[config.mk]
export PLATFORM = sky130hd
export DESIGN_NAME = sdram_ctrl
export DESIGN_NICKNAME = d
export VERILOG_FILES = /design/src/rtl/sdram_ctrl_pkg.sv /design/src/rtl/sdram_ref_timer.sv /design/src/rtl/sdram_rd_capture.sv /design/src/rtl/sdram_cmd_seq.sv /design/src/rtl/sdram_ctrl.sv
export SDC_FILE = /design/constraint.sdc
export NUM_CORES = 1
export LEC_CHECK = 0
export BUFFER_PORTS_ARGS = -buffer_cell sky130_fd_sc_hd__buf_2
export CAP_MARGIN = 20
export CORE_UTILIZATION = 30
export DETAILED_ROUTE_END_ITERATION = 10
export GPL_TIMING_DRIVEN = 0
export HOLD_SLACK_MARGIN = 0.02
export PLACE_DENSITY = 0.47
export SETUP_SLACK_MARGIN = 0.5
export SLEW_MARGIN = 15
export SYNTH_ARGS = -nofsm -noshare
export SYNTH_HDL_FRONTEND = slang
export SYNTH_HIERARCHICAL = 1
export SYNTH_SLANG_ARGS = --single-unit
[constraint.sdc]
create_clock -name clk -period 2.38 [get_ports clk]
set_clock_uncertainty 0.05 [all_clocks]
set_input_delay 0.238 -clock clk [delete_from_list [all_inputs] [get_ports clk]]
set_output_delay 0.238 -clock clk [all_outputs]
set_load 0.005 [all_outputs]
[src/rtl/sdram_ctrl_pkg.sv]
// Shared command encoding for the SDRAM controller.
// Bit order of the code is {cs_n, ras_n, cas_n, we_n}.
package sdram_ctrl_pkg;

    typedef enum logic [3:0] {
        CMD_LMR = 4'b0000,
        CMD_REF = 4'b0001,
        CMD_PRE = 4'b0010,
        CMD_ACT = 4'b0011,
        CMD_WR  = 4'b0100,
        CMD_RD  = 4'b0101,
        CMD_NOP = 4'b0111
    } sd_cmd_e;

endpackage

[src/rtl/sdram_ref_timer.sv]
// Refresh slot timer.
// Raises a sticky demand once every INTERVAL cycles and holds it until the
// sequencer acknowledges. Assumes INTERVAL >= 2 and that a slot is far
// longer than the time the demand waits for service.
module sdram_ref_timer #(
    parameter int INTERVAL = 781
) (
    input  logic clk,
    input  logic rst_n,
    input  logic ack_i,
    output logic pend_o
);
    localparam int CW = $clog2(INTERVAL);

    logic [CW-1:0] slot_cnt;
    logic          slot_end;

    assign slot_end = (slot_cnt == CW'(INTERVAL - 1));

    // Count cycles within the current refresh slot.
    always_ff @(posedge clk) begin
        if (!rst_n)        slot_cnt <= '0;
        else if (slot_end) slot_cnt <= '0;
        else               slot_cnt <= slot_cnt + 1'b1;
    end

    // Set the demand at slot end, clear it on acknowledge (set wins).
    always_ff @(posedge clk) begin
        if (!rst_n)        pend_o <= 1'b0;
        else if (slot_end) pend_o <= 1'b1;
        else if (ack_i)    pend_o <= 1'b0;
    end


    pend_hold_chk: assert property (@(posedge clk) disable iff (!rst_n)
        (pend_o && !ack_i) |=> pend_o);

endmodule

[src/rtl/sdram_rd_capture.sv]
// Read data return path.
// Delays a read-issued flag by the CAS latency and samples the device data
// at the edge where the word is valid. Assumes single-beat bursts and that
// the read flag is the registered command already on the pins.
module sdram_rd_capture #(
    parameter int CAS_LAT = 2,
    parameter int DATA_W  = 16
) (
    input  logic              clk,
    input  logic              rst_n,
    input  logic              rd_issue_i,
    input  logic [DATA_W-1:0] dq_i,
    output logic              rd_valid_o,
    output logic [DATA_W-1:0] rd_data_o
);
    logic [CAS_LAT-1:0] lat_sh;

    generate
        if (CAS_LAT == 1) begin : g_sh1
            // Single-stage latency tracker.
            always_ff @(posedge clk) begin
                if (!rst_n) lat_sh <= '0;
                else        lat_sh <= rd_issue_i;
            end
        end else begin : g_shn
            // Multi-stage latency tracker.
            always_ff @(posedge clk) begin
                if (!rst_n) lat_sh <= '0;
                else        lat_sh <= {lat_sh[CAS_LAT-2:0], rd_issue_i};
            end
        end
    endgenerate

    // Strobe and capture the returned word.
    always_ff @(posedge clk) begin
        if (!rst_n) begin
            rd_valid_o <= 1'b0;
            rd_data_o  <= '0;
        end else begin
            rd_valid_o <= lat_sh[CAS_LAT-1];
            if (lat_sh[CAS_LAT-1]) rd_data_o <= dq_i;
        end
    end


    rd_latency_chk: assert property (@(posedge clk) disable iff (!rst_n)
        rd_valid_o |-> $past(rd_issue_i, CAS_LAT + 1));

endmodule

[src/rtl/sdram_cmd_seq.sv]
// Command sequencer.
// Runs the start-up sequence, then serves refresh demands and single-beat
// accesses with auto-precharge. All device outputs are registered. Every
// wait in the state machine is one shared down-counter loaded with
// (gap - 2), so the next command lands exactly `gap` cycles later.
// Assumes every timing parameter is >= 2 and COL_W <= 10.
module sdram_cmd_seq
    import sdram_ctrl_pkg::*;
#(
    parameter int BANK_W  = 2,
    parameter int ROW_W   = 12,
    parameter int COL_W   = 9,
    parameter int DATA_W  = 16,
    parameter int CAS_LAT = 2,
    parameter int T_INIT  = 20,
    parameter int T_RCD   = 2,
    parameter int T_RP    = 2,
    parameter int T_RFC   = 6,
    parameter int T_WR    = 2,
    parameter int T_MRD   = 2
) (
    input  logic                clk,
    input  logic                rst_n,
    input  logic                req_valid_i,
    input  logic                req_write_i,
    input  logic [BANK_W-1:0]   req_bank_i,
    input  logic [ROW_W-1:0]    req_row_i,
    input  logic [COL_W-1:0]    req_col_i,
    input  logic [DATA_W-1:0]   req_wdata_i,
    input  logic [DATA_W/8-1:0] req_wmask_i,
    input  logic                ref_pend_i,
    output logic                req_ready_o,
    output logic                ref_ack_o,
    output logic                init_done_o,
    output sd_cmd_e             cmd_o,
    output logic [BANK_W-1:0]   ba_o,
    output logic [ROW_W-1:0]    addr_o,
    output logic [DATA_W/8-1:0] dqm_o,
    output logic [DATA_W-1:0]   dq_o,
    output logic                oe_o
);
    localparam int MASK_W   = DATA_W / 8;
    localparam int AP_BIT   = 10;
    localparam int WAIT_MAX = T_INIT + T_RCD + T_RP + T_RFC + T_WR + T_MRD + CAS_LAT;
    localparam int CNT_W    = $clog2(WAIT_MAX + 1);
    localparam logic [ROW_W-1:0] MODE_WORD = ROW_W'(CAS_LAT << 4);
    localparam logic [ROW_W-1:0] ALL_BANKS = ROW_W'(1 << AP_BIT);

    typedef enum logic [2:0] {
        ST_PWR, ST_IREF1, ST_IREF2, ST_IMRS, ST_IDLE, ST_RW, ST_WAIT
    } seq_st_e;

    seq_st_e             st, ret_st;
    logic [CNT_W-1:0]    cnt;
    logic                lat_write;
    logic [BANK_W-1:0]   lat_bank;
    logic [COL_W-1:0]    lat_col;
    logic [DATA_W-1:0]   lat_wdata;
    logic [MASK_W-1:0]   lat_mask;
    logic [ROW_W-1:0]    col_word;

    assign req_ready_o = (st == ST_IDLE) && !ref_pend_i;
    assign ref_ack_o   = (st == ST_IDLE) &&  ref_pend_i;

    // Column word: column in the low bits, auto-precharge flag on bit 10.
    always_comb begin
        col_word                = '0;
        col_word[COL_W-1:0]     = lat_col;
        col_word[AP_BIT]        = 1'b1;
    end

    // Main sequencer: state, wait counter, latched request and pin registers.
    always_ff @(posedge clk) begin
        if (!rst_n) begin
            st          <= ST_PWR;
            ret_st      <= ST_IDLE;
            cnt         <= CNT_W'(T_INIT - 1);
            cmd_o       <= CMD_NOP;
            ba_o        <= '0;
            addr_o      <= '0;
            dqm_o       <= '0;
            dq_o        <= '0;
            oe_o        <= 1'b0;
            init_done_o <= 1'b0;
            lat_write   <= 1'b0;
            lat_bank    <= '0;
            lat_col     <= '0;
            lat_wdata   <= '0;
            lat_mask    <= '0;
        end else begin
            cmd_o <= CMD_NOP;
            oe_o  <= 1'b0;
            dqm_o <= '0;
            case (st)
                ST_PWR: begin
                    if (cnt == '0) begin
                        cmd_o  <= CMD_PRE;
                        addr_o <= ALL_BANKS;
                        ba_o   <= '0;
                        cnt    <= CNT_W'(T_RP - 2);
                        ret_st <= ST_IREF1;
                        st     <= ST_WAIT;
                    end else begin
                        cnt <= cnt - 1'b1;
                    end
                end
                ST_IREF1, ST_IREF2: begin
                    cmd_o  <= CMD_REF;
                    cnt    <= CNT_W'(T_RFC - 2);
                    ret_st <= (st == ST_IREF1) ? ST_IREF2 : ST_IMRS;
                    st     <= ST_WAIT;
                end
                ST_IMRS: begin
                    cmd_o       <= CMD_LMR;
                    addr_o      <= MODE_WORD;
                    ba_o        <= '0;
                    init_done_o <= 1'b1;
                    cnt         <= CNT_W'(T_MRD - 2);
                    ret_st      <= ST_IDLE;
                    st          <= ST_WAIT;
                end
                ST_IDLE: begin
                    if (ref_pend_i) begin
                        cmd_o  <= CMD_REF;
                        cnt    <= CNT_W'(T_RFC - 2);
                        ret_st <= ST_IDLE;
                        st     <= ST_WAIT;
                    end else if (req_valid_i) begin
                        cmd_o     <= CMD_ACT;
                        ba_o      <= req_bank_i;
                        addr_o    <= req_row_i;
                        lat_write <= req_write_i;
                        lat_bank  <= req_bank_i;
                        lat_col   <= req_col_i;
                        lat_wdata <= req_wdata_i;
                        lat_mask  <= req_wmask_i;
                        cnt       <= CNT_W'(T_RCD - 2);
                        ret_st    <= ST_RW;
                        st        <= ST_WAIT;
                    end
                end
                ST_RW: begin
                    ba_o   <= lat_bank;
                    addr_o <= col_word;
                    ret_st <= ST_IDLE;
                    st     <= ST_WAIT;
                    if (lat_write) begin
                        cmd_o <= CMD_WR;
                        dq_o  <= lat_wdata;
                        oe_o  <= 1'b1;
                        dqm_o <= lat_mask;
                        cnt   <= CNT_W'(T_WR + T_RP - 2);
                    end else begin
                        cmd_o <= CMD_RD;
                        cnt   <= CNT_W'(CAS_LAT + T_RP - 2);
                    end
                end
                ST_WAIT: begin
                    if (cnt == '0) st  <= ret_st;
                    else           cnt <= cnt - 1'b1;
                end
                default: st <= ST_IDLE;
            endcase
        end
    end


    ref_ack_cmd_chk: assert property (@(posedge clk) disable iff (!rst_n)
        ref_ack_o |=> (cmd_o == CMD_REF));


    ref_blocks_req_chk: assert property (@(posedge clk) disable iff (!rst_n)
        ref_pend_i |-> !req_ready_o);

endmodule

[src/rtl/sdram_ctrl.sv]
// SDRAM controller top.
// Ties the refresh slot timer, the command sequencer and the read capture
// path together and splits the registered command onto the four strobes.
// Assumes one device, single-beat accesses and a clock rate given in kHz.
module sdram_ctrl
    import sdram_ctrl_pkg::*;
#(
    parameter int BANK_W        = 2,
    parameter int ROW_W         = 12,
    parameter int COL_W         = 9,
    parameter int DATA_W        = 16,
    parameter int CAS_LAT       = 2,
    parameter int T_INIT        = 20,
    parameter int T_RCD         = 2,
    parameter int T_RP          = 2,
    parameter int T_RFC         = 6,
    parameter int T_WR          = 2,
    parameter int T_MRD         = 2,
    parameter int CLK_KHZ       = 50000,
    parameter int REF_PERIOD_MS = 64,
    parameter int REF_COUNT     = 4096
) (
    input  logic                clk,
    input  logic                rst_n,
    input  logic                req_valid,
    input  logic                req_write,
    input  logic [BANK_W-1:0]   req_bank,
    input  logic [ROW_W-1:0]    req_row,
    input  logic [COL_W-1:0]    req_col,
    input  logic [DATA_W-1:0]   req_wdata,
    input  logic [DATA_W/8-1:0] req_wmask,
    output logic                req_ready,
    output logic                rd_valid,
    output logic [DATA_W-1:0]   rd_data,
    output logic                init_done,
    output logic                sd_cs_n,
    output logic                sd_ras_n,
    output logic                sd_cas_n,
    output logic                sd_we_n,
    output logic [BANK_W-1:0]   sd_ba,
    output logic [ROW_W-1:0]    sd_addr,
    output logic [DATA_W/8-1:0] sd_dqm,
    output logic [DATA_W-1:0]   sd_dq_out,
    output logic                sd_dq_oe,
    input  logic [DATA_W-1:0]   sd_dq_in
);
    localparam int REF_INTERVAL = CLK_KHZ * REF_PERIOD_MS / REF_COUNT;

    sd_cmd_e cmd;
    logic    ref_pend;
    logic    ref_ack;

    sdram_ref_timer #(.INTERVAL(REF_INTERVAL)) u_ref_timer (
        .clk    (clk),
        .rst_n  (rst_n),
        .ack_i  (ref_ack),
        .pend_o (ref_pend)
    );

    sdram_cmd_seq #(
        .BANK_W(BANK_W), .ROW_W(ROW_W), .COL_W(COL_W), .DATA_W(DATA_W),
        .CAS_LAT(CAS_LAT), .T_INIT(T_INIT), .T_RCD(T_RCD), .T_RP(T_RP),
        .T_RFC(T_RFC), .T_WR(T_WR), .T_MRD(T_MRD)
    ) u_seq (
        .clk         (clk),
        .rst_n       (rst_n),
        .req_valid_i (req_valid),
        .req_write_i (req_write),
        .req_bank_i  (req_bank),
        .req_row_i   (req_row),
        .req_col_i   (req_col),
        .req_wdata_i (req_wdata),
        .req_wmask_i (req_wmask),
        .ref_pend_i  (ref_pend),
        .req_ready_o (req_ready),
        .ref_ack_o   (ref_ack),
        .init_done_o (init_done),
        .cmd_o       (cmd),
        .ba_o        (sd_ba),
        .addr_o      (sd_addr),
        .dqm_o       (sd_dqm),
        .dq_o        (sd_dq_out),
        .oe_o        (sd_dq_oe)
    );

    sdram_rd_capture #(.CAS_LAT(CAS_LAT), .DATA_W(DATA_W)) u_rd_cap (
        .clk        (clk),
        .rst_n      (rst_n),
        .rd_issue_i (cmd == CMD_RD),
        .dq_i       (sd_dq_in),
        .rd_valid_o (rd_valid),
        .rd_data_o  (rd_data)
    );

    assign {sd_cs_n, sd_ras_n, sd_cas_n, sd_we_n} = cmd;


    accept_act_chk: assert property (@(posedge clk) disable iff (!rst_n)
        (req_valid && req_ready) |=> (cmd == CMD_ACT));


    ready_after_init_chk: assert property (@(posedge clk) disable iff (!rst_n)
        req_ready |-> init_done);


    oe_on_write_chk: assert property (@(posedge clk) disable iff (!rst_n)
        sd_dq_oe |-> (cmd == CMD_WR && sd_addr[10]));

endmodule

---- After elaboration in Yosys (flattened, before gate mapping) ----
Index checks and enable logic that the tools add are counted.
word-level totals
  register bits ........................... 110
  input port bits ......................... 61
  output and inout bits ................... 56
  logic and storage cells ................. 90
operators by class
  $add $sub $neg .......................... 2
  eq/ne operators ......................... 14
  multiplexer cells ....................... 31
  bitwise operators ....................... 2
  reduce and logical (&&, ||, !) cells .... 21
operators with widths
  cell                   number
  $pmux 12 s4            1
  $mux 12                3
  $pmux 6 s6             1
  $mux 3                 9
  $mux 6                 4
  $pmux 3 s4             2
  $pmux 4 s5             1
  $reduce_and 3->1       5
  $add 10x1->10 const B  1
  $eq 10x10->1 const B   1
  $eq 3x3->1 const B     3
  $pmux 2 s4             1
  $reduce_bool 4->1      2
  $eq 3x2->1 const B     2
  $logic_not 6->1        1
  $mux 2                 3
  $ne 2x2->1 const B     3
  $reduce_bool 6->1      1
  $reduce_or 2->1        3
  $sub 6x1->6 const B    1
  $mux 1                 5
  $eq 4x3->1 const B     1
  $mux 4                 1
  $ne 2x1->1 const B     2
  10 further kinds       13

---- Logic depth before layout (Yosys ltp) ----
Gate-level depths: netlist (run 1).
  depth after elaboration ................. 4
  mapped depth ............................ 8
  depth with buffers taken out ............ 7

---- Cells and area by module ----
The synthesis (run 1) kept the hierarchy.
by module, submodules not included
  module            instances  cells each  area an instance (um^2)  sequential area each (um^2)
  sdram_cmd_seq     1          386         3,200.6                  1,581.5
  sdram_rd_capture  1          57          695.7                    380.4
  sdram_ref_timer   1          55          504.2                    220.2
  sdram_ctrl        1          1           12.5                     0.0

---- Least setup slack after synthesis (run 1) ----
OpenSTA, ideal clock, no wires.
  path kind ............................... register to register
  from .................................... register u_seq.cnt[0]
  to ...................................... register u_seq.cnt[5]
  setup time .............................. 0.070 ns
  arrival time ............................ 1.750 ns
  slack ................................... 0.510 ns
  stages on the path, launching flop included .. 8
  path buffers ............................ 0
  cell sequence ........................... dfxtp_1 > inv_1 > ha_1 > nor3b_2 > a211oi_2 > nor2_1 > or4_1 > a21boi_1
between the ends
  cells in the longest elaborated chain, start to end .. 3
  elaborated cells between the ends (all ways) .. 7
ends and longest elaborated chain
  what                                                   line                  RTL
  from (decl)                                            sdram_cmd_seq.sv:54   logic [CNT_W-1:0] cnt;
  from (signal assigned)                                 sdram_cmd_seq.sv:77   cnt <= CNT_W'(T_INIT - 1);
  from (signal assigned)                                 sdram_cmd_seq.sv:100  cnt <= CNT_W'(T_RP - 2);
  from (signal assigned)                                 sdram_cmd_seq.sv:104  cnt <= cnt - 1'b1;
  $sub 6x1->6 / $logic_not 6->1 (equally long branches)  -
  $mux 6 (tied with other cells)                         sdram_cmd_seq.sv:159  if (cnt == '0) st <= ret_st;
  $pmux 6 s6 / $reduce_and 3->1 (equally long branches)  -
Parallel ways exist; a longest one is shown, timed or not. The select of a mux whose other input is x is not followed.
A chain may end at the register's enable or synchronous reset.

---- Worst setup path after layout (run 1) ----
  from .................................... register u_seq.cnt[0]
  to ...................................... register u_seq.cnt[2]
The elaborated chain is that of the path after synthesis.

==> Flow_metrics.wiki, run 1 <==
{| class="wikitable"
! Metric !! Value
|-
| Maximum operating frequency || 546.2 MHz
|-
| Root cell of the clock tree || sky130_fd_sc_hd__clkbuf_16
|-
| Average wire per cell in the routed design || around 14 µm
|-
| Routability-driven placement congestion ratio || between 0.7 and 0.8
|-
| Switching Share || a little under 30%
|-
| Per-cell via count in the routed design || ~4.7
|-
| Time the worst path needs with I/O delays and setup || approximately 1.8 ns
|-
| Fraction of the yosys area taken by sequential cells || 49.45%
|-
| Synth warnings || 6
|-
| Data arrival, critical path || 2.03 ns
|-
| Bufs and invs on worst path || 2
|-
| Slew at the pin closest to its max-slew limit || approximately 0.6 ns
|-
| Clock power frac || roughly 30%
|-
| Placed wire-length estimate || about 8300 µm
|-
| Maximum ir drop on the vdd rail || between 0.5 and 0.6 mV
|-
| Final total negative setup slack || 0 ns
|-
| Number of top-level design ports || between 100 and 150
|-
| TritonCTS clock tree || done
|-
| Hold buffer count at cts || 0
|-
| Number of violations reported at the end of detailed-routing iteration 0 || approximately 230
|-
| Largest stage delay on the critical path || about 0.36 ns
|-
| Largest fanout on the critical path || 5
|-
| Clock buffer depth || 2
|-
| Count of input and output buffers || ~120
|-
| Final hold violation count || 0
|-
| Kind of cell with the highest combined delay on the critical path || simple AND/OR/NAND/NOR gates
|-
| Rows || 43
|-
| Inserted Diodes || 0
|-
| CP Capture Type || register
|-
| Area of the mapped netlist || between 0.004 and 0.005 mm²
|-
| Number of H-tree levels || 3
|-
| Distinct cells, synth || 60
|-
| Number of flops mapped to enable cells by yosys || 0
|-
| Part of the total power dissipated in combinational logic || between 20% and 30%
|-
| Die outline area || between 0.015 and 0.02 mm²
|-
| Seq cells post-synth || between 100 and 150
|-
| Cells traversed along the worst timing path || inv_1 -> ha_2 -> nor3b_4 -> a211oi_2 -> buf_4 -> or3_1 -> and3_1
|-
| Synthesized netlist net count || 563
|-
| Part of the total power dissipated in sequential elements || a little under half
|-
| Share of cells above drive strength 1 || 27.09%
|-
| Pin count of the biggest net entering global routing || 22
|-
| Max-cap violations || 0
|-
| Fin cells || ~820
|-
| Leading register cell type out of synthesis || sky130_fd_sc_hd__dfxtp_1
|-
| Req. time, crit path || 2.58 ns
|-
| Tcrit/Tclk final || roughly three quarters
|-
| Internal power component || between 3 and 4 mW
|-
| Global-route wire length before repair || around 18000 µm
|-
| Final max-slew violation count || 0
|-
| Unrepaired setup endpoints after global routing || true
|-
| Instance count after placement with tap cells included || about 790
|-
| Total via count after detailed routing || slightly below 4000
|-
| Commonest non-fill, non-tap cell in the layout || sky130_fd_sc_hd__buf_2
|-
| Result of the run || finished clean
|-
| Clock slew at the register clock pins of the worst setup and hold paths || around 0.07 ns
|-
| Post-route antenna net violation count || 0
|-
| Gate count of the mapped netlist || between 400 and 500
|-
| Vias in the first global route || ~3700
|-
| Antenna violations before repair || 1
|-
| Remaining global-route overflow || 0
|-
| Post-detailed-route DRC marker count || 0
|-
| Final total power || about 4.6 mW
|-
| Detailed-router iteration count before antenna repair || 4
|-
| Leading cell types in the layout, fill and taps excluded || 120 x sky130_fd_sc_hd__buf_2, 112 x sky130_fd_sc_hd__nand2_1, 107 x sky130_fd_sc_hd__dfxtp_1
|-
| Effective utilization at floorplan || a little under a third
|-
| Critical path class || reg2reg
|-
| GRT Util Overall || 15.84%
|-
| Power density of the placed cells || a little over 800 mW/mm²
|-
| Total CTS buffers || 9
|-
| Sw power || roughly 1.4 mW
|-
| Total wire length || between 10000 and 15000 µm
|-
| Relative slew margins || 59.84%
|-
| Number of endpoints failing setup at the final stage || 0
|-
| Worst Setup Start Kind || register
|-
| DIE HEIGHT || between 100 and 150 µm
|-
| Async S/R FF share, synth || 0%
|-
| Width of the die || 123.3 µm
|-
| Area inside the core boundary || roughly 0.014 mm²
|-
| Synth Area per Inst || approximately 8.8 µm²
|-
| Tightest Hold Check Type || in2reg
|-
| CTS Sinks || about 110
|-
| Clock latency of the later-clocked register in the worst-skew pair || about 0.35 ns
|-
| Leakage power || 2.243 nW
|-
| Signed area change from the synthesized netlist to the final layout || 26.85%
|-
| Number of nets in the layout || 695
|-
| Slowest stage cell on the critical path || sky130_fd_sc_hd__dfxtp_4
|}
==> final timing paths <==
kind | slack (ns) | startpoint | cells after the start | to
min reg2reg | 0.39 | u_rd_cap/lat_sh[0] | 1 | u_rd_cap/lat_sh[1]
min | 0.07 | req_col[0] | 3 | u_seq/lat_col[0]
max reg2reg | 0.55 | u_seq/cnt[0] | 7 | u_seq/cnt[2]
max | 0.55 | u_seq/cnt[0] | 7 | u_seq/cnt[2]
==> power groups by stage <==
stage	clock, mW	combinational [mW]	sequential [mW]
after global placement	0	0.957	2.18
after floorplan	0	0.657	2.16
after detailed placement	0	0.966	2.18
after global routing	1.52	1.18	2.18
final	1.39	1.06	2.15
after CTS	1.45	1.00	2.14
==> cells in the mapped netlist (5+ instances only) <==
| cell | instances | share of area, % |
|---|---|---|
| sky130_fd_sc_hd__a211oi_1 | 7 | 1.2 |
| sky130_fd_sc_hd__a21boi_1 | 28 | 4.8 |
| sky130_fd_sc_hd__a21oi_1 | 30 | 3.4 |
| sky130_fd_sc_hd__a22oi_1 | 10 | 1.7 |
| sky130_fd_sc_hd__and2_1 | 6 | 0.85 |
| sky130_fd_sc_hd__and3_1 | 5 | 0.71 |
| sky130_fd_sc_hd__buf_2 | 8 | 0.91 |
| sky130_fd_sc_hd__clkbuf_1 | 19 | 1.6 |
| sky130_fd_sc_hd__dfxtp_1 | 109 | 49 |
| sky130_fd_sc_hd__inv_1 | 9 | 0.77 |
| sky130_fd_sc_hd__mux2i_1 | 16 | 3.6 |
| sky130_fd_sc_hd__nand2_1 | 113 | 9.6 |
| sky130_fd_sc_hd__nand4_1 | 5 | 0.71 |
| sky130_fd_sc_hd__nor2_1 | 27 | 2.3 |
| sky130_fd_sc_hd__nor2b_1 | 19 | 2.7 |
| sky130_fd_sc_hd__o21ai_0 | 6 | 0.68 |
| sky130_fd_sc_hd__o21ai_1 | 9 | 1.0 |
| sky130_fd_sc_hd__or3_1 | 5 | 0.71 |
==> layer usage <==
metal | wire length, µm | part of all wire, % | GRT usage (%)
met2 | 5177 | 45 | 25.80
met1 | 5296 | 46 | 19.56
met3 | 875 | 7.6 | 6.042
met5 | 0 | 0 | 0
met4 | 122 | 1.1 | 3.991
==> worst register-to-register path: stages, from the launching register on <==
cell	delay [ns]
sky130_fd_sc_hd__dfxtp_4	0.36
sky130_fd_sc_hd__inv_1	0.05
sky130_fd_sc_hd__ha_2	0.20
sky130_fd_sc_hd__nor3b_4	0.27
sky130_fd_sc_hd__a211oi_2	0.13
sky130_fd_sc_hd__buf_4	0.15
sky130_fd_sc_hd__or3_1	0.34
sky130_fd_sc_hd__and3_1	0.18
==> sequential cells by signal (all words and copies together) (netlist names) <==
signal / cells
u_seq/lat_mask: 2
u_ref_timer/pend_o: 1
u_seq/lat_bank: 2
u_seq/st: 3
u_ref_timer/slot_cnt: 10
u_rd_cap/rd_valid_o: 1
u_seq/dq_o: 16
u_seq/addr_o: 12
u_seq/lat_wdata: 16
u_seq/oe_o: 1
u_seq/ba_o: 2
u_seq/ret_st: 3
u_rd_cap/rd_data_o: 16
u_seq/lat_write: 1
u_seq/cmd_o: 3
u_seq/lat_col: 9
u_rd_cap/lat_sh: 2
u_seq/init_done_o: 1
u_seq/cnt: 6
u_seq/dqm_o: 2
==> metrics by stage <==
stage               utilization [%]  setup WS, ns  hold slack, ns  area, µm²
floorplan                         -        0.5104          0.3097       4413
global placement              36.99        0.3436          0.3715       5214
detailed placement            36.99        0.2950          0.3778       5214
CTS                           39.12        0.4190         0.05372       5514
global route                  39.71        0.4457         0.06855       5598
finish                        39.71        0.5491         0.06709       5598
==> repair_timing <==
action | 4_1_cts | 5_1_grt
buffers inserted | 2 | 4
endpoints found under the setup margin | 44 | 65
pin swaps | 2 | 6
resized for setup | 6 | 23
==> cell families (layout without fill, tap and decap cells) <==
| kind of cell | count (synthesis) | count (layout) | synth area share, % |
|---|---|---|---|
| buf+inv | 40 | 176 | 4.253 |
| flops | 109 | 109 | 49.45 |
| xor+xnor | 6 | 6 | 1.191 |
| fa+ha+maj | 3 | 3 | 0.8507 |
| simple gates | 209 | 209 | 22.51 |
| mux | 17 | 17 | 3.884 |
| compound gates | 114 | 114 | 17.78 |
| other cells | 1 | 1 | 0.08498 |
==> layout make-up <==
| type | instances | area (µm²) |
|---|---|---|
| flip-flops and latches | 109 | 2187 |
| fillers | 1477 | 8498 |
| multi-input cells | 350 | 2078 |
| plain buffers | 30 | 170.2 |
| well taps | 180 | 225.2 |
| clock inverters | 4 | 23.77 |
| inverters | 10 | 37.54 |
| repair buffers | 121 | 633.1 |
| clock buffers | 11 | 242.7 |
No activity file was read; power rests on OpenSTA's default activity.
==> run 2, diff against run 1 <==
--- a/config.mk
+++ b/config.mk
@@ -5,6 +5,7 @@
 export SDC_FILE = /design/constraint.sdc
 export NUM_CORES = 1
 export LEC_CHECK = 0
+export ABC_AREA = 1
 export BUFFER_PORTS_ARGS = -buffer_cell sky130_fd_sc_hd__buf_2
 export CAP_MARGIN = 20
 export CORE_UTILIZATION = 30
==> constraint.sdc (replaced) <==
create_clock -name clk -period 1.9 [get_ports clk]
set_clock_uncertainty 0.05 [all_clocks]
set_input_delay 0.19 -clock clk [delete_from_list [all_inputs] [get_ports clk]]
set_output_delay 0.19 -clock clk [all_outputs]
set_load 0.005 [all_outputs]
==> run 2 against run 1 <==
  * Worst hold slack got worse by 0.021 ns
  * Largest power group is now combinational logic
  * Non-clock buffer count rose by 32
  * Utilization rose by 4.4 points
  * Clock power rose by 40%
  * Critical path depth rose by 1
  * Largest cell class is now multi-input gates
==> Flow_metrics.wiki, run 2 <==
{| class="wikitable"
! Metric !! Value
|-
| Power density of the placed cells || 1142 mW/mm²
|-
| Slew at the pin closest to its max-slew limit || roughly 0.77 ns
|-
| Area inside the core boundary || about 0.015 mm²
|-
| Hold Crit Start || req_col[4]
|-
| Final total negative setup slack || 0 ns
|-
| Total wire length || 13280 µm
|-
| Worst Hold Margin || between 0.04 and 0.05 ns
|-
| Bufs and invs on worst path || 5
|-
| Detailed-router iteration count before antenna repair || 5
|-
| Slowest stage cell on the critical path || sky130_fd_sc_hd__dfxtp_2
|-
| Die outline area || 0.01649 mm²
|-
| Clock buffer depth || 2
|-
| Leading cell types in the layout, fill and taps excluded || 165 x sky130_fd_sc_hd__nand2_1, 115 x sky130_fd_sc_hd__buf_2, 105 x sky130_fd_sc_hd__dfxtp_1
|-
| Inserted Diodes || 0
|-
| Number of violations reported at the end of detailed-routing iteration 0 || approximately 140
|-
| Share of cells above drive strength 1 || between 30% and 40%
|-
| Leading register cell type out of synthesis || sky130_fd_sc_hd__dfxtp_1
|-
| Result of the run || finished clean
|-
| Number of nets in the layout || ~900
|-
| Commonest non-fill, non-tap cell in the layout || sky130_fd_sc_hd__nand2_1
|-
| Max-cap violations || 0
|-
| Routability-driven placement congestion ratio || 0.8439
|-
| Final max-slew violation count || 0
|-
| TritonCTS clock tree || done
|-
| Signed area change from the synthesized netlist to the final layout || 41.35%
|-
| Tcrit/Tclk final || between 80% and 90%
|-
| Number of cells on the worst hold path || 3
|-
| Synth Area per Inst || 7.154 µm²
|-
| Effective utilization at floorplan || a little under a third
|-
| Yosys top cell by area || sky130_fd_sc_hd__dfxtp_1
|-
| CTS Sinks || ~110
|-
| Gate count of the mapped netlist || 670
|-
| Final hold violation count || 0
|-
| Relative slew margins || around half
|-
| Internal reg-to-reg setup slack || 0.33 ns
|-
| Data arrival, critical path || 1.36 ns
|-
| Clock slew at the register clock pins of the worst setup and hold paths || about 0.08 ns
|-
| Clock latency of the later-clocked register in the worst-skew pair || about 0.36 ns
|-
| Largest stage delay on the critical path || between 0.3 and 0.4 ns
|-
| Post-route antenna net violation count || 0
|-
| Number of endpoints failing setup at the final stage || 0
|-
| DIE HEIGHT || 128.4 µm
|-
| Number of top-level design ports || 117
|-
| Number of cell instances on the worst register-to-register path || 11
|-
| Vias in the first global route || 4405
|-
| Top cells by area, synth || sky130_fd_sc_hd__dfxtp_1 46%, sky130_fd_sc_hd__nand2_1 14%, sky130_fd_sc_hd__nor2_1 7.6%
|-
| Area share of the largest cell type after synthesis || between 40 and 50%
|-
| Remaining global-route overflow || 0
|-
| Largest fanout on the critical path || 4
|-
| Synthesized netlist net count || between 700 and 800
|-
| Per-cell via count in the routed design || ~4.4
|-
| Placed wire-length estimate || 9480 µm
|-
| CP Capture Type || primary output
|-
| Total via count after detailed routing || approximately 4600
|-
| Number of flops mapped to enable cells by yosys || 0
|-
| Post-detailed-route DRC marker count || 0
|-
| Synth warnings || 6
|-
| Most common cell in the netlist || sky130_fd_sc_hd__nand2_1
|-
| Worst R2R End || u_seq/cnt[1]
|-
| Maximum operating frequency || around 630 MHz
|-
| Root cell of the clock tree || sky130_fd_sc_hd__clkbuf_16
|-
| Critical path class || reg2out
|-
| Global-route wire length before repair || around 21000 µm
|-
| Antenna violations before repair || 0
|-
| End of the worst hold path || u_seq/lat_col[4]
|-
| Fraction of the yosys area taken by sequential cells || around 46%
|-
| Seq cells post-synth || between 100 and 150
|-
| Number of H-tree levels || 3
|-
| Async S/R FF share, synth || 0%
|-
| Req. time, crit path || between 1.5 and 2 ns
|-
| Cells traversed along the worst timing path || buf_6 -> inv_6 -> nand2_8 -> nor2_8 -> nand2_4 -> inv_4 -> buf_8 -> buf_6
|-
| Pin count of the biggest net entering global routing || 18
|-
| Worst Setup Start Kind || register
|-
| Total CTS buffers || 9
|-
| Time the worst path needs with I/O delays and setup || 1.598 ns
|-
| Kind of cell with the highest combined delay on the critical path || buffers and inverters
|-
| Width of the die || about 130 µm
|-
| Unrepaired setup endpoints after global routing || true
|-
| Distinct cells, synth || 35
|-
| Rows || 45
|-
| Count of input and output buffers || 114
|-
| Hold buffer count at cts || 0
|-
| Average wire per cell in the routed design || ~13 µm
|-
| Leakage power || between 3 and 4 nW
|-
| Most repeated library cell on the critical path || sky130_fd_sc_hd__buf_6
|-
| Maximum ir drop on the vdd rail || 0.4999 mV
|-
| Area of the mapped netlist || ~0.0048 mm²
|-
| Commonest cells in the netlist || 177 x sky130_fd_sc_hd__nand2_1, 109 x sky130_fd_sc_hd__dfxtp_1, 97 x sky130_fd_sc_hd__nor2_1, 62 x sky130_fd_sc_hd__nand3_1
|-
| GRT Util Overall || ~16%
|-
| Tightest Hold Check Type || in2reg
|-
| Largest regs || u_rd_cap/rd_data_o (16), u_seq/dq_o (16), u_seq/lat_wdata (16)
|-
| R2r startpoint || u_seq/st[1]
|}
==> run 2: cell types whose count changed in the layout (fill, tap and decap cells not counted), moves of 27 or more <==
cell,before,now
sky130_fd_sc_hd__a21boi_1,28,1
sky130_fd_sc_hd__buf_6,2,30
sky130_fd_sc_hd__nand3_1,4,42
sky130_fd_sc_hd__nor2_1,25,89
sky130_fd_sc_hd__inv_1,9,54
sky130_fd_sc_hd__nand2_1,112,165
==> run 2: area by class of cell <==
type / instances / area [µm²]
inverter: 68 / 275.3
timing repair buffer: 148 / 935.9
buffer: 35 / 310.3
multi-input combinational: 458 / 2499
clock inverter: 4 / 55.05
tap: 211 / 264.0
fill: 1576 / 8596
clock buffer: 12 / 246.5
sequential: 109 / 2190
==> run 2: how the worst max path moves through the flow <==
| stage | startpoint | endpoint | slack [ns] | cells after the start |
|---|---|---|---|---|
| 3_5_place_dp | u_seq/cnt[0] | u_seq/cnt[1] | 0.23 | 9 |
| 5_1_grt | u_seq/st[1] | u_seq/addr_o[7] | 0.25 | 11 |
| 4_1_cts | u_seq/st[1] | req_ready | 0.31 | 8 |
| 3_3_place_gp | rst_n | u_seq/st[0] | 0.22 | 5 |
| 2_1_floorplan | u_seq/cnt[0] | u_seq/addr_o[0] | 0.51 | 9 |
| 6_report | u_seq/st[1] | req_ready | 0.30 | 8 |
==> run 2: where the power goes <==
part | switching, mW | leakage [nW] | total (mW) | internal (mW)
clock network | 0.882 | 0.143 | 1.95 | 1.07
logic | 1.63 | 2.00 | 2.97 | 1.34
registers | 0.198 | 0.884 | 2.82 | 2.62
total | 2.71 | 3.02 | 7.74 | 5.03
==> run 2: kinds of logic (layout without fill, tap and decap cells) <==
group                      after synthesis  in the layout  synth area share (%)
adders and majority gates                3              3                0.7832
and+or+nand+nor                        371            371                 33.72
other                                    1              1               0.07823
buffers and inverters                  103            267                 10.65
DFF                                    109            109                 45.52
AOI/OAI and AO/OA                       79             79                 8.510
xor gates and xnor gates                 4              4                0.7310
==> run 2: layer usage <==
metal | vias up | part of all wire [%] | track usage [%]
li1 | 2424 | - | -
met1 | 2088 | 47 | 20.68
met2 | 95 | 46 | 27.22
met3 | 16 | 5.4 | 4.699
met4 | 0 | 1.4 | 5.190
met5 | - | 0 | 0
==> run 2: metrics by stage <==
| stage | worst slack (ns) | total power [mW] | cell area, µm² | instances | util, % |
|---|---|---|---|---|---|
| 5_1_grt | 0.2502 | 8.265 | 6775 | 1045 | 44.08 |
| 3_3_place_gp | 0.2195 | 4.978 | 5643 | 995 | 36.71 |
| 6_report | 0.3021 | 7.741 | 6775 | 1045 | 44.08 |
| 2_1_floorplan | 0.5081 | 4.372 | 4808 | 670 | - |
| 3_5_place_dp | 0.2309 | 5.012 | 5643 | 995 | 36.71 |
| 4_1_cts | 0.3131 | 7.421 | 6340 | 1031 | 41.25 |
==> run 2: repair_timing <==
item                                    in CTS  in global routing
resized for setup                           55                 82
endpoints found under the setup margin      76                 79
cloned                                       2                  1
pin swaps                                   12                 30
setup buffers                               18                 13
==> run 2: tightest hold or removal path: cells and delay by family <==
family	cells	cell delay [ns]
buf+inv	1	0.10
simple gates	1	0.07
compound gates	1	0.06
